File: src/rtl/pot_i2c_pkg.sv
package pot_i2c_pkg;

  localparam int unsigned BYTE_W = 8;
  localparam int unsigned BIT_CNT_W = 4;

  typedef enum logic [2:0] {
    LS_IDLE,
    LS_RECV,
    LS_SLV_ACK,
    LS_SEND,
    LS_HOST_ACK,
    LS_SKIP
  } link_state_t;

  typedef enum logic [1:0] {
    BK_IDENT,
    BK_REGSEL,
    BK_VALUE
  } byte_kind_t;

endpackage

File: src/rtl/i2c_line_sync.sv
module i2c_line_sync #(
  parameter int unsigned STAGES = 2
) (
  input  logic clk,
  input  logic rst_n,
  input  logic scl_i,
  input  logic sda_i,
  output logic scl_s,
  output logic sda_s,
  output logic scl_rise,
  output logic scl_fall,
  output logic start_det,
  output logic stop_det
);

  logic [STAGES-1:0] scl_chain;
  logic [STAGES-1:0] sda_chain;
  logic              scl_q;
  logic              sda_q;

  generate
    for (genvar g = 0; g < STAGES; g++) begin : g_stage
      if (g == 0) begin : g_first
        always_ff @(posedge clk or negedge rst_n) begin
          if (!rst_n) begin
            scl_chain[g] <= 1'b1;
            sda_chain[g] <= 1'b1;
          end else begin
            scl_chain[g] <= scl_i;
            sda_chain[g] <= sda_i;
          end
        end
      end else begin : g_next
        always_ff @(posedge clk or negedge rst_n) begin
          if (!rst_n) begin
            scl_chain[g] <= 1'b1;
            sda_chain[g] <= 1'b1;
          end else begin
            scl_chain[g] <= scl_chain[g-1];
            sda_chain[g] <= sda_chain[g-1];
          end
        end
      end
    end
  endgenerate

  assign scl_s = scl_chain[STAGES-1];
  assign sda_s = sda_chain[STAGES-1];

  always_ff @(posedge clk or negedge rst_n) begin
    if (!rst_n) begin
      scl_q <= 1'b1;
      sda_q <= 1'b1;
    end else begin
      scl_q <= scl_s;
      sda_q <= sda_s;
    end
  end

  assign scl_rise  = scl_s & ~scl_q;
  assign scl_fall  = ~scl_s & scl_q;
  assign start_det = scl_s & scl_q & sda_q & ~sda_s;
  assign stop_det  = scl_s & scl_q & ~sda_q & sda_s;

endmodule

File: src/rtl/wiper_store.sv
module wiper_store #(
  parameter int unsigned         WIPER_W    = 7,
  parameter logic [WIPER_W-1:0]  RESET_CODE = 7'h40
) (
  input  logic               clk,
  input  logic               rst_n,
  input  logic               load_en,
  input  logic [WIPER_W-1:0] load_data,
  output logic [WIPER_W-1:0] code_o
);

  logic [WIPER_W-1:0] code_q;
  logic [WIPER_W-1:0] code_d;

  always_comb begin
    code_d = code_q;
    if (load_en) code_d = load_data;
  end

  always_ff @(posedge clk or negedge rst_n) begin
    if (!rst_n) code_q <= RESET_CODE;
    else        code_q <= code_d;
  end

  assign code_o = code_q;

endmodule

File: src/rtl/i2c_wiper_fsm.sv
module i2c_wiper_fsm
  import pot_i2c_pkg::*;
#(
  parameter int unsigned        WIPER_W  = 7,
  parameter logic [6:0]         DEV_ID   = 7'h2E,
  parameter logic [BYTE_W-1:0]  REG_ADDR = 8'h00
) (
  input  logic               clk,
  input  logic               rst_n,
  input  logic               sda_s,
  input  logic               scl_rise,
  input  logic               scl_fall,
  input  logic               start_det,
  input  logic               stop_det,
  input  logic [WIPER_W-1:0] wiper_q,
  output logic               sda_pull,
  output logic               wr_en,
  output logic [WIPER_W-1:0] wr_data
);

  localparam int unsigned PAD_W = BYTE_W - WIPER_W;
  localparam logic [BIT_CNT_W-1:0] LAST_RX = BIT_CNT_W'(BYTE_W);
  localparam logic [BIT_CNT_W-1:0] LAST_TX = BIT_CNT_W'(BYTE_W - 1);

  link_state_t           state_q, state_d;
  byte_kind_t            kind_q, kind_d;
  logic [BIT_CNT_W-1:0]  cnt_q, cnt_d;
  logic [BYTE_W-1:0]     shr_q, shr_d;
  logic                  pull_q, pull_d;
  logic                  addr_ok_q, addr_ok_d;
  logic                  rd_q, rd_d;
  logic [BYTE_W-1:0]     tx_byte;

  assign tx_byte = {{PAD_W{1'b0}}, wiper_q};
  assign wr_data = shr_q[WIPER_W-1:0];

  always_comb begin
    state_d   = state_q;
    kind_d    = kind_q;
    cnt_d     = cnt_q;
    shr_d     = shr_q;
    pull_d    = pull_q;
    addr_ok_d = addr_ok_q;
    rd_d      = rd_q;
    wr_en     = 1'b0;
    if (start_det) begin
      state_d = LS_RECV;
      kind_d  = BK_IDENT;
      cnt_d   = '0;
      pull_d  = 1'b0;
    end else if (stop_det) begin
      state_d   = LS_IDLE;
      pull_d    = 1'b0;
      addr_ok_d = 1'b0;
    end else begin
      unique case (state_q)
        LS_RECV: begin
          if (scl_rise) begin
            shr_d = {shr_q[BYTE_W-2:0], sda_s};
            cnt_d = cnt_q + 1'b1;
          end else if (scl_fall && cnt_q == LAST_RX) begin
            cnt_d   = '0;
            state_d = LS_SKIP;
            unique case (kind_q)
              BK_IDENT: begin
                if (shr_q[BYTE_W-1:1] == DEV_ID && (!shr_q[0] || addr_ok_q)) begin
                  state_d = LS_SLV_ACK;
                  rd_d    = shr_q[0];
                end
              end
              BK_REGSEL: begin
                if (shr_q == REG_ADDR) begin
                  state_d   = LS_SLV_ACK;
                  addr_ok_d = 1'b1;
                end
              end
              default: begin
                wr_en   = 1'b1;
                state_d = LS_SLV_ACK;
              end
            endcase
            pull_d = (state_d == LS_SLV_ACK);
            if (state_d == LS_SKIP) addr_ok_d = 1'b0;
          end
        end
        LS_SLV_ACK: begin
          if (scl_fall) begin
            pull_d = 1'b0;
            cnt_d  = '0;
            unique case (kind_q)
              BK_IDENT: begin
                if (rd_q) begin
                  state_d = LS_SEND;
                  shr_d   = tx_byte;
                  pull_d  = ~tx_byte[BYTE_W-1];
                end else begin
                  state_d = LS_RECV;
                  kind_d  = BK_REGSEL;
                end
              end
              BK_REGSEL: begin
                state_d = LS_RECV;
                kind_d  = BK_VALUE;
              end
              default: state_d = LS_SKIP;
            endcase
          end
        end
        LS_SEND: begin
          if (scl_fall) begin
            if (cnt_q == LAST_TX) begin
              pull_d  = 1'b0;
              cnt_d   = '0;
              state_d = LS_HOST_ACK;
            end else begin
              shr_d  = {shr_q[BYTE_W-2:0], 1'b0};
              pull_d = ~shr_q[BYTE_W-2];
              cnt_d  = cnt_q + 1'b1;
            end
          end
        end
        LS_HOST_ACK: begin
          if (scl_rise && sda_s) begin
            state_d = LS_IDLE;
          end else if (scl_fall) begin
            state_d = LS_SEND;
            shr_d   = tx_byte;
            pull_d  = ~tx_byte[BYTE_W-1];
          end
        end
        default: ;
      endcase
    end
  end

  always_ff @(posedge clk or negedge rst_n) begin
    if (!rst_n) begin
      state_q   <= LS_IDLE;
      kind_q    <= BK_IDENT;
      cnt_q     <= '0;
      shr_q     <= '0;
      pull_q    <= 1'b0;
      addr_ok_q <= 1'b0;
      rd_q      <= 1'b0;
    end else begin
      state_q   <= state_d;
      kind_q    <= kind_d;
      cnt_q     <= cnt_d;
      shr_q     <= shr_d;
      pull_q    <= pull_d;
      addr_ok_q <= addr_ok_d;
      rd_q      <= rd_d;
    end
  end

  assign sda_pull = pull_q;

endmodule

File: src/rtl/i2c_wiper_ctrl.sv
module i2c_wiper_ctrl
  import pot_i2c_pkg::*;
#(
  parameter int unsigned        SYNC_STAGES = 2,
  parameter int unsigned        WIPER_W     = 7,
  parameter logic [6:0]         DEV_ID      = 7'h2E,
  parameter logic [BYTE_W-1:0]  REG_ADDR    = 8'h00,
  parameter logic [WIPER_W-1:0] RESET_CODE  = 7'h40
) (
  input  logic               clk,
  input  logic               rst_n,
  input  logic               scl_i,
  input  logic               sda_i,
  output logic               sda_pull_o,
  output logic [WIPER_W-1:0] wiper_o
);

  logic               rst_meta;
  logic               rst_ns;
  logic               scl_s, sda_s;
  logic               scl_rise, scl_fall;
  logic               start_det, stop_det;
  logic               wr_en;
  logic [WIPER_W-1:0] wr_data;
  logic [WIPER_W-1:0] code;

  always_ff @(posedge clk or negedge rst_n) begin
    if (!rst_n) begin
      rst_meta <= 1'b0;
      rst_ns   <= 1'b0;
    end else begin
      rst_meta <= 1'b1;
      rst_ns   <= rst_meta;
    end
  end

  i2c_line_sync #(.STAGES(SYNC_STAGES)) u_sync (
    .clk       (clk),
    .rst_n     (rst_ns),
    .scl_i     (scl_i),
    .sda_i     (sda_i),
    .scl_s     (scl_s),
    .sda_s     (sda_s),
    .scl_rise  (scl_rise),
    .scl_fall  (scl_fall),
    .start_det (start_det),
    .stop_det  (stop_det)
  );

  i2c_wiper_fsm #(
    .WIPER_W  (WIPER_W),
    .DEV_ID   (DEV_ID),
    .REG_ADDR (REG_ADDR)
  ) u_fsm (
    .clk       (clk),
    .rst_n     (rst_ns),
    .sda_s     (sda_s),
    .scl_rise  (scl_rise),
    .scl_fall  (scl_fall),
    .start_det (start_det),
    .stop_det  (stop_det),
    .wiper_q   (code),
    .sda_pull  (sda_pull_o),
    .wr_en     (wr_en),
    .wr_data   (wr_data)
  );

  wiper_store #(
    .WIPER_W    (WIPER_W),
    .RESET_CODE (RESET_CODE)
  ) u_store (
    .clk       (clk),
    .rst_n     (rst_ns),
    .load_en   (wr_en),
    .load_data (wr_data),
    .code_o    (code)
  );

  assign wiper_o = code;

endmodule

File: config.mk
export PLATFORM = sky130hd
export DESIGN_NAME = i2c_wiper_ctrl
export DESIGN_NICKNAME = d
export VERILOG_FILES = /design/src/rtl/pot_i2c_pkg.sv /design/src/rtl/i2c_line_sync.sv /design/src/rtl/wiper_store.sv /design/src/rtl/i2c_wiper_fsm.sv /design/src/rtl/i2c_wiper_ctrl.sv
export SDC_FILE = /design/constraint.sdc
export NUM_CORES = 1
export LEC_CHECK = 0
export ABC_CLOCK_PERIOD_IN_PS = 3000
export CORE_MARGIN = 8
export CORE_UTILIZATION = 59
export DETAILED_ROUTE_END_ITERATION = 16
export PLACE_DENSITY = 0.86
export RECOVER_POWER = 25
export SYNTH_ARGS = -nofsm -noshare
export SYNTH_HDL_FRONTEND = slang
export SYNTH_HIERARCHICAL = 1
export SYNTH_SLANG_ARGS = --single-unit
File: constraint.sdc
create_clock -name clk -period 3 [get_ports clk]
set_input_delay 0.45 -clock clk [delete_from_list [all_inputs] [get_ports clk]]
set_output_delay 0.45 -clock clk [all_outputs]
set_load 0.02 [all_outputs]
==> qor.txt, run 1 <==
outcome - completed
violation count after the first detailed-route iteration - 200
layout cell share with drive strength beyond 1 - 18.0%
Post-synth EDFFs - 0
Leak Pwr - 0.908 nW
Max Slew Vio Count - 0
Period minus WS final - 2770 ps
TritonCTS buffer count - 5
Seq/Total Area, Yosys - 44.1%
IO Count - 12
register share of total power - 54.0%
Sw Pwr - 337 uW
drt total wl - 4110 um
Root Buffer - clkbuf_4
Layout area overhead - 6.86%
die height - 74.3 um
first-pass GRT wire length - 7040 um
Synth Register Bits - 35
Worst EP arrival - 3000 ps
final period utilization - 92.3%
remaining routing DRC violations - 0
FF-to-FF End - u_fsm/shr_q[1]$_DFFE_PN0P_
vias per inst - 6.19
DRT antenna net count - 0
Max Fclk - 361 MHz
most frequent cells in the layout - 28 x dfrtp_1, 14 x nor2_1, 10 x mux2_1, 9 x a21oi_1, 9 x nand2_1
worst-path maximum fanout - 13
first-pass detailed-route iteration total - 4
worst vdd ir - 0.316 mV
top post-synthesis cells by area - dfrtp_1 35%, dfstp_2 9.2%, mux2_1 5.6%, mux2_4 5.2%, mux2_2 3.9%
average size of a mapped cell - 10.9 um2
Synth Cell Area - 2010 um2
CTS tree - built
setup bufs post-CTS - 0
Synth top area share - 34.9%
vias in the first global route - 1400
RSZ-0062 raised after global routing - false
area of the multi-input gates - 977 um2
Slew HR - 48.2%
wire per inst - 17.5 um
Clk Latency, worst-skew pair - 350 ps
reg2reg start - u_sync/sda_s$_DFF_PN1_
maximum buffer depth of the clock tree - 2
Worst Tran Pin Value - 776 ps
final hold violations - 0
Setup Skew - 14.8 ps
fin worst setup slack - 230 ps
Distinct cells, synth - 50
DP HPWL - 2910 um
Req. time, crit path - 3230 ps
CTS resizes - 0
DIE AREA - 5520 um2
Comb pwr share - 16.3%
Final setup viols - 0
commonest non-fill, non-tap cell in the layout - dfrtp_1
starting density of the core - 60.6%
Post-Synthesis Cells - 184
initial antenna violation count - 0
setup tns final - 0 ps
IO buf count - 11
Reg2Reg Depth - 5
H-tree depth - 2
cell taking the most area after synthesis - dfrtp_1
Storage cell area - 885 um2
worst min-delay path class - flip-flop to async pin
Sw Ratio - 29.4%
Place WS - 356 ps
Layout fillers - 268
pin count of the biggest net entering global routing - 19
max cap viols - 0
total track usage - 16.7%
total global routing overflow - 0
core area - 3310 um2
row cnt - 21
Pwr Density - 534 nW/um2
Clock power frac - 29.7%
CP Capture Type - flip-flop
Post-CTS Hold Fix Bufs - 0
Layout Nets - 194
Reg clk slew, reported paths - 110 ps
r2r setup slk - 230 ps
Die W - 74.3 um
routability cong. - 0.903
share of async-settable or async-resettable flops after synthesis - 100%
Ant. Diodes - 0
P_int - 809 uW
crit path kind - flip-flop to flip-flop
clock sinks - 35
via count - 1455
total nets after synthesis - 190
Top FF cell, synth - dfrtp_1
synth warn - 6
CP startpoint kind - flip-flop
[cells by family after synthesis]
group                      count (synthesis)  share of synthesized area [%]
and+or+nand+nor                           63                           18.8
AOI/OAI and AO/OA                         37                           13.2
DFF                                       35                           44.1
muxes                                     25                           15.3
buffers and inverters                     21                           7.23
adders and majority gates                  2                           1.25
other                                      1                          0.187
[area by class of cell]
cell class | count | share of cell area, %
clock buffers | 5 | 1.75
multi-input cells | 128 | 45.6
well taps | 46 | 2.68
inverters | 5 | 0.875
repair buffers | 13 | 5.83
flip-flops and latches | 35 | 41.2
clock inverters | 3 | 2.04
[stage by stage]
step / std cells / total power, mW / hold WS [ps] / cell area (um2) / util [%]
final: 235 / 1.15 / 265 / 2140 / 64.8
after global routing: 235 / 1.20 / 307 / 2140 / 64.8
after CTS: 235 / 1.15 / 234 / 2140 / 64.8
after detailed placement: 227 / 0.809 / 274 / 2060 / 62.3
after global placement: 227 / 0.792 / 243 / 2060 / 62.3
after floorplan: 184 / 0.812 / 154 / 2010 / -
[state kept, by name, summed over array words and instances (netlist names)]
| register | flops |
|---|---|
| rst_ns | 1 |
| u_sync/sda_chain | 1 |
| u_store/code_o | 7 |
| u_fsm/kind_q | 2 |
| u_fsm/addr_ok_q | 1 |
| rst_meta | 1 |
| u_fsm/rd_q | 1 |
| u_sync/scl_s | 1 |
| u_fsm/sda_pull | 1 |
| u_fsm/shr_q | 8 |
| u_fsm/cnt_q | 4 |
| u_fsm/state_q | 3 |
| u_sync/scl_chain | 1 |
| u_sync/sda_q | 1 |
| u_sync/sda_s | 1 |
| u_sync/scl_q | 1 |
[worst max-delay path, cell delays in order (launching register included)]
cell     delay [ps]
dfstp_1         700
and4b_1         400
or2_2           390
a21oi_1         110
or4b_1          660
mux2_1          390
[power by group through the flow]
| stage | logic [mW] | clock network (mW) | registers [mW] |
|---|---|---|---|
| after floorplan | 0.219 | 0 | 0.593 |
| after global placement | 0.176 | 0 | 0.617 |
| after detailed placement | 0.185 | 0 | 0.624 |
| after CTS | 0.186 | 0.349 | 0.616 |
| after global routing | 0.207 | 0.367 | 0.629 |
| final | 0.187 | 0.340 | 0.619 |
[Yosys cell counts, types with 2 or more instances]
| master | instances |
|---|---|
| dfrtp_1 | 28 |
| nor2_1 | 14 |
| mux2_1 | 10 |
| a21oi_1 | 9 |
| nand2_1 | 9 |
| buf_4 | 8 |
| dfstp_2 | 7 |
| mux2_2 | 7 |
| mux2_4 | 7 |
| nand3_1 | 7 |
| a211oi_1 | 5 |
| inv_1 | 5 |
| nor2b_1 | 5 |
| o21ai_0 | 5 |
| nand2b_1 | 4 |
| nand3b_1 | 4 |
| a22o_1 | 3 |
| buf_2 | 3 |
| buf_6 | 3 |
| nor4_1 | 3 |
| a211o_1 | 2 |
| a221o_1 | 2 |
| a221oi_1 | 2 |
| and4b_1 | 2 |
| ha_1 | 2 |
| nor3_1 | 2 |
| o31ai_1 | 2 |
| or3_1 | 2 |
[per-layer routing]
metal	routed length, um	vias up	global-route usage, %
li1	-	683	-
met1	1810	690	21.9
met2	1910	69	25.2
met3	306	13	4.85
met4	89	0	6.96
met5	0	-	0
[how the worst max path moves through the flow]
stage	slack (ps)	depth (start not counted)	endpoint	from
3_5_place_dp	360	5	u_fsm/shr_q[7]$_DFFE_PN0P_	u_sync/sda_s$_DFF_PN1_
2_1_floorplan	720	6	u_fsm/state_q[0]$_DFFE_PN0P_	u_sync/scl_q$_DFF_PN1_
6_report	230	5	u_fsm/shr_q[1]$_DFFE_PN0P_	u_sync/sda_s$_DFF_PN1_
5_1_grt	140	5	u_fsm/shr_q[6]$_DFFE_PN0P_	u_sync/sda_s$_DFF_PN1_
4_1_cts	320	5	u_fsm/shr_q[1]$_DFFE_PN0P_	u_sync/sda_s$_DFF_PN1_
3_3_place_gp	400	5	u_fsm/shr_q[1]$_DFFE_PN0P_	u_sync/sda_s$_DFF_PN1_
Power figures use the tool's default switching activity.
==> run 2: changes to the inputs <==
--- a/config.mk
+++ b/config.mk
@@ -10,7 +10,7 @@
 export CORE_UTILIZATION = 59
 export DETAILED_ROUTE_END_ITERATION = 16
 export PLACE_DENSITY = 0.86
-export RECOVER_POWER = 25
+export RECOVER_POWER = 50
 export SYNTH_ARGS = -nofsm -noshare
 export SYNTH_HDL_FRONTEND = slang
 export SYNTH_HIERARCHICAL = 1
==> run 2 against run 1 <==
Effect of this change: first-iteration DRC count is the same; utilization is 0.11 points lower; cell area is 0.18% lower; critical path type unchanged; clock-buffer cell count stayed put; via count increased by 0.48%; combinational power about the same; register-to-register slack is essentially flat; sequential cell count unchanged; hold slack got worse by 1.6 ps; highest routed layer unchanged.
==> qor.txt, run 2 (synthesized netlist as in run 1, its figures left out) <==
outcome - completed (unchanged)
worst-path maximum fanout - 13 (unchanged)
RSZ-0062 raised after global routing - false (unchanged)
Final setup viols - 0 (unchanged)
Max Slew Vio Count - 0 (unchanged)
CTS tree - built (unchanged)
max cap viols - 0 (unchanged)
CP Capture Type - flip-flop (unchanged)
Slew HR - 36.5% (was 48.2%)
TritonCTS buffer count - 5 (unchanged)
Layout area overhead - 6.67% (was 6.86%)
worst vdd ir - 0.315 mV (was 0.316 mV)
Clk Latency, worst-skew pair - 350 ps (about the same)
Finished Core Util - 64.7% (was 64.8%)
first-pass GRT wire length - 7040 um (unchanged)
Reg2Reg Depth - 5 (unchanged)
Setup Skew - 15.3 ps (was 14.8 ps)
DR top layer - met4 (unchanged)
Leak Pwr - 0.905 nW (was 0.908 nW)
final period utilization - 92.4% (was 92.3%)
vias in the first global route - 1400 (unchanged)
violation count after the first detailed-route iteration - 200 (unchanged)
critical path depth in cells - 5 (unchanged)
IO Count - 12 (unchanged)
Req. time, crit path - 3230 ps (about the same)
setup bufs post-CTS - 0 (unchanged)
Post-CTS Hold Fix Bufs - 0 (unchanged)
wire per inst - 17.5 um (about the same)
Biggest register - u_fsm/shr_q (unchanged)
Worst Tran Pin Value - 953 ps (was 776 ps)
initial antenna violation count - 0 (unchanged)
Bufs and invs on worst path - 0 (unchanged)
final hold violations - 0 (unchanged)
most frequent cells in the layout - 28 x dfrtp_1, 14 x nor2_1, 10 x mux2_1, 9 x a21oi_1, 9 x nand2_1 (unchanged)
Period minus WS final - 2770 ps (about the same)
Layout Nets - 194 (unchanged)
Die W - 74.3 um (unchanged)
Layout fillers - 268 (unchanged)
Ant. Diodes - 0 (unchanged)
max reg flops - 8 (unchanged)
via count - 1462 (was 1455)
routability cong. - 0.903 (unchanged)
IO buf count - 11 (unchanged)
total track usage - 16.7% (unchanged)
Slowest-stage cell, CP - dfstp_1 (unchanged)
die height - 74.3 um (unchanged)
Max Fclk - 361 MHz (about the same)
Root Buffer - clkbuf_4 (unchanged)
core area - 3310 um2 (unchanged)
CTS resizes - 0 (unchanged)
CP startpoint kind - flip-flop (unchanged)
starting density of the core - 60.6% (unchanged)
first-pass detailed-route iteration total - 4 (unchanged)
commonest non-fill, non-tap cell in the layout - dfrtp_1 (unchanged)
vias per inst - 6.22 (was 6.19)
DRT antenna net count - 0 (unchanged)
crit path kind - flip-flop to flip-flop (unchanged)
worst path cell trace - and4b_1 > or2_2 > a21oi_1 > or4b_1 > mux2_1 (unchanged)
DP HPWL - 2910 um (unchanged)
met1 wire length - 1810 um (about the same)
CP max stage delay - 690 ps (was 700 ps)
Detail Route met2 WL - 1890 um (was 1910 um)
worst min-delay path class - flip-flop to async pin (unchanged)
layout cell share with drive strength beyond 1 - 17.5% (was 18.0%)
H-tree depth - 2 (unchanged)
setup tns final - 0 ps (unchanged)
DIE AREA - 5520 um2 (unchanged)
row cnt - 21 (unchanged)
Worst EP arrival - 3000 ps (about the same)
total global routing overflow - 0 (unchanged)
Pwr Density - 535 nW/um2 (was 534 nW/um2)
pin count of the biggest net entering global routing - 19 (unchanged)
Reg clk slew, reported paths - 110 ps (about the same)
remaining routing DRC violations - 0 (unchanged)
maximum buffer depth of the clock tree - 2 (unchanged)
Crit path max-delay family - simple AND/OR/NAND/NOR gates (unchanged)
drt total wl - 4100 um (was 4110 um)
met3 wire length - 292 um (was 306 um)
clock sinks - 35 (unchanged)
[run 2: changes by cell type in the layout (fill, tap and decap cells not counted), sizes merged]
| cell | previous run | this run |
|---|---|---|
| clkbuf | 5 | 6 |
| buf | 2 | 1 |
[run 2: power breakdown]
part	leakage (nW)	total [mW]	switching (mW)	internal [mW]
clock network	0.0452	0.340	0.165	0.175
logic	0.413	0.186	0.0840	0.102
registers	0.447	0.619	0.0874	0.531
[run 2: worst reg2reg max path, stage by stage (launching register included)]
cell and delay, ps:
dfstp_1 690, and4b_1 400, or2_2 400, a21oi_1 110, or4b_1 660, mux2_1 400
[run 2: layout make-up]
class | instances | area, um2 | area share, %
clock inverters | 3 | 43.8 | 2.05
well taps | 46 | 57.6 | 2.69
multi-input cells | 128 | 977 | 45.6
repair buffers | 13 | 121 | 5.67
flip-flops and latches | 35 | 885 | 41.3
clock buffers | 5 | 37.5 | 1.75
inverters | 5 | 18.8 | 0.877
[run 2: final timing paths]
kind	startpoint	endpoint	slack, ps
max	u_sync/sda_s$_DFF_PN1_	u_fsm/shr_q[1]$_DFFE_PN0P_	230
min	rst_ns$_DFF_PN0_	u_fsm/shr_q[7]$_DFFE_PN0P_	260
max reg2reg	u_sync/sda_s$_DFF_PN1_	u_fsm/shr_q[1]$_DFFE_PN0P_	230
min reg2reg	rst_ns$_DFF_PN0_	u_fsm/shr_q[7]$_DFFE_PN0P_	260
max in group asynchronous	rst_ns$_DFF_PN0_	u_fsm/rd_q$_DFFE_PN0P_	1470
min in group clk	rst_meta$_DFF_PN0_	rst_ns$_DFF_PN0_	360
[run 2: stage by stage]
step	instances	total power, mW	hold WS [ps]	area, um2	setup slack (ps)
detailed placement	227	0.809	274	2060	356
finish	235	1.15	264	2140	228
floorplan	184	0.812	154	2010	725
CTS	235	1.15	234	2140	318
global route	235	1.20	307	2140	144
global placement	227	0.792	243	2060	401
[run 2: routing by layer]
layer | vias to the layer above | global-route usage (%)
met2 | 67 | 25.2
li1 | 685 | -
met3 | 17 | 4.85
met4 | 0 | 6.96
met1 | 693 | 21.9
met5 | - | 0
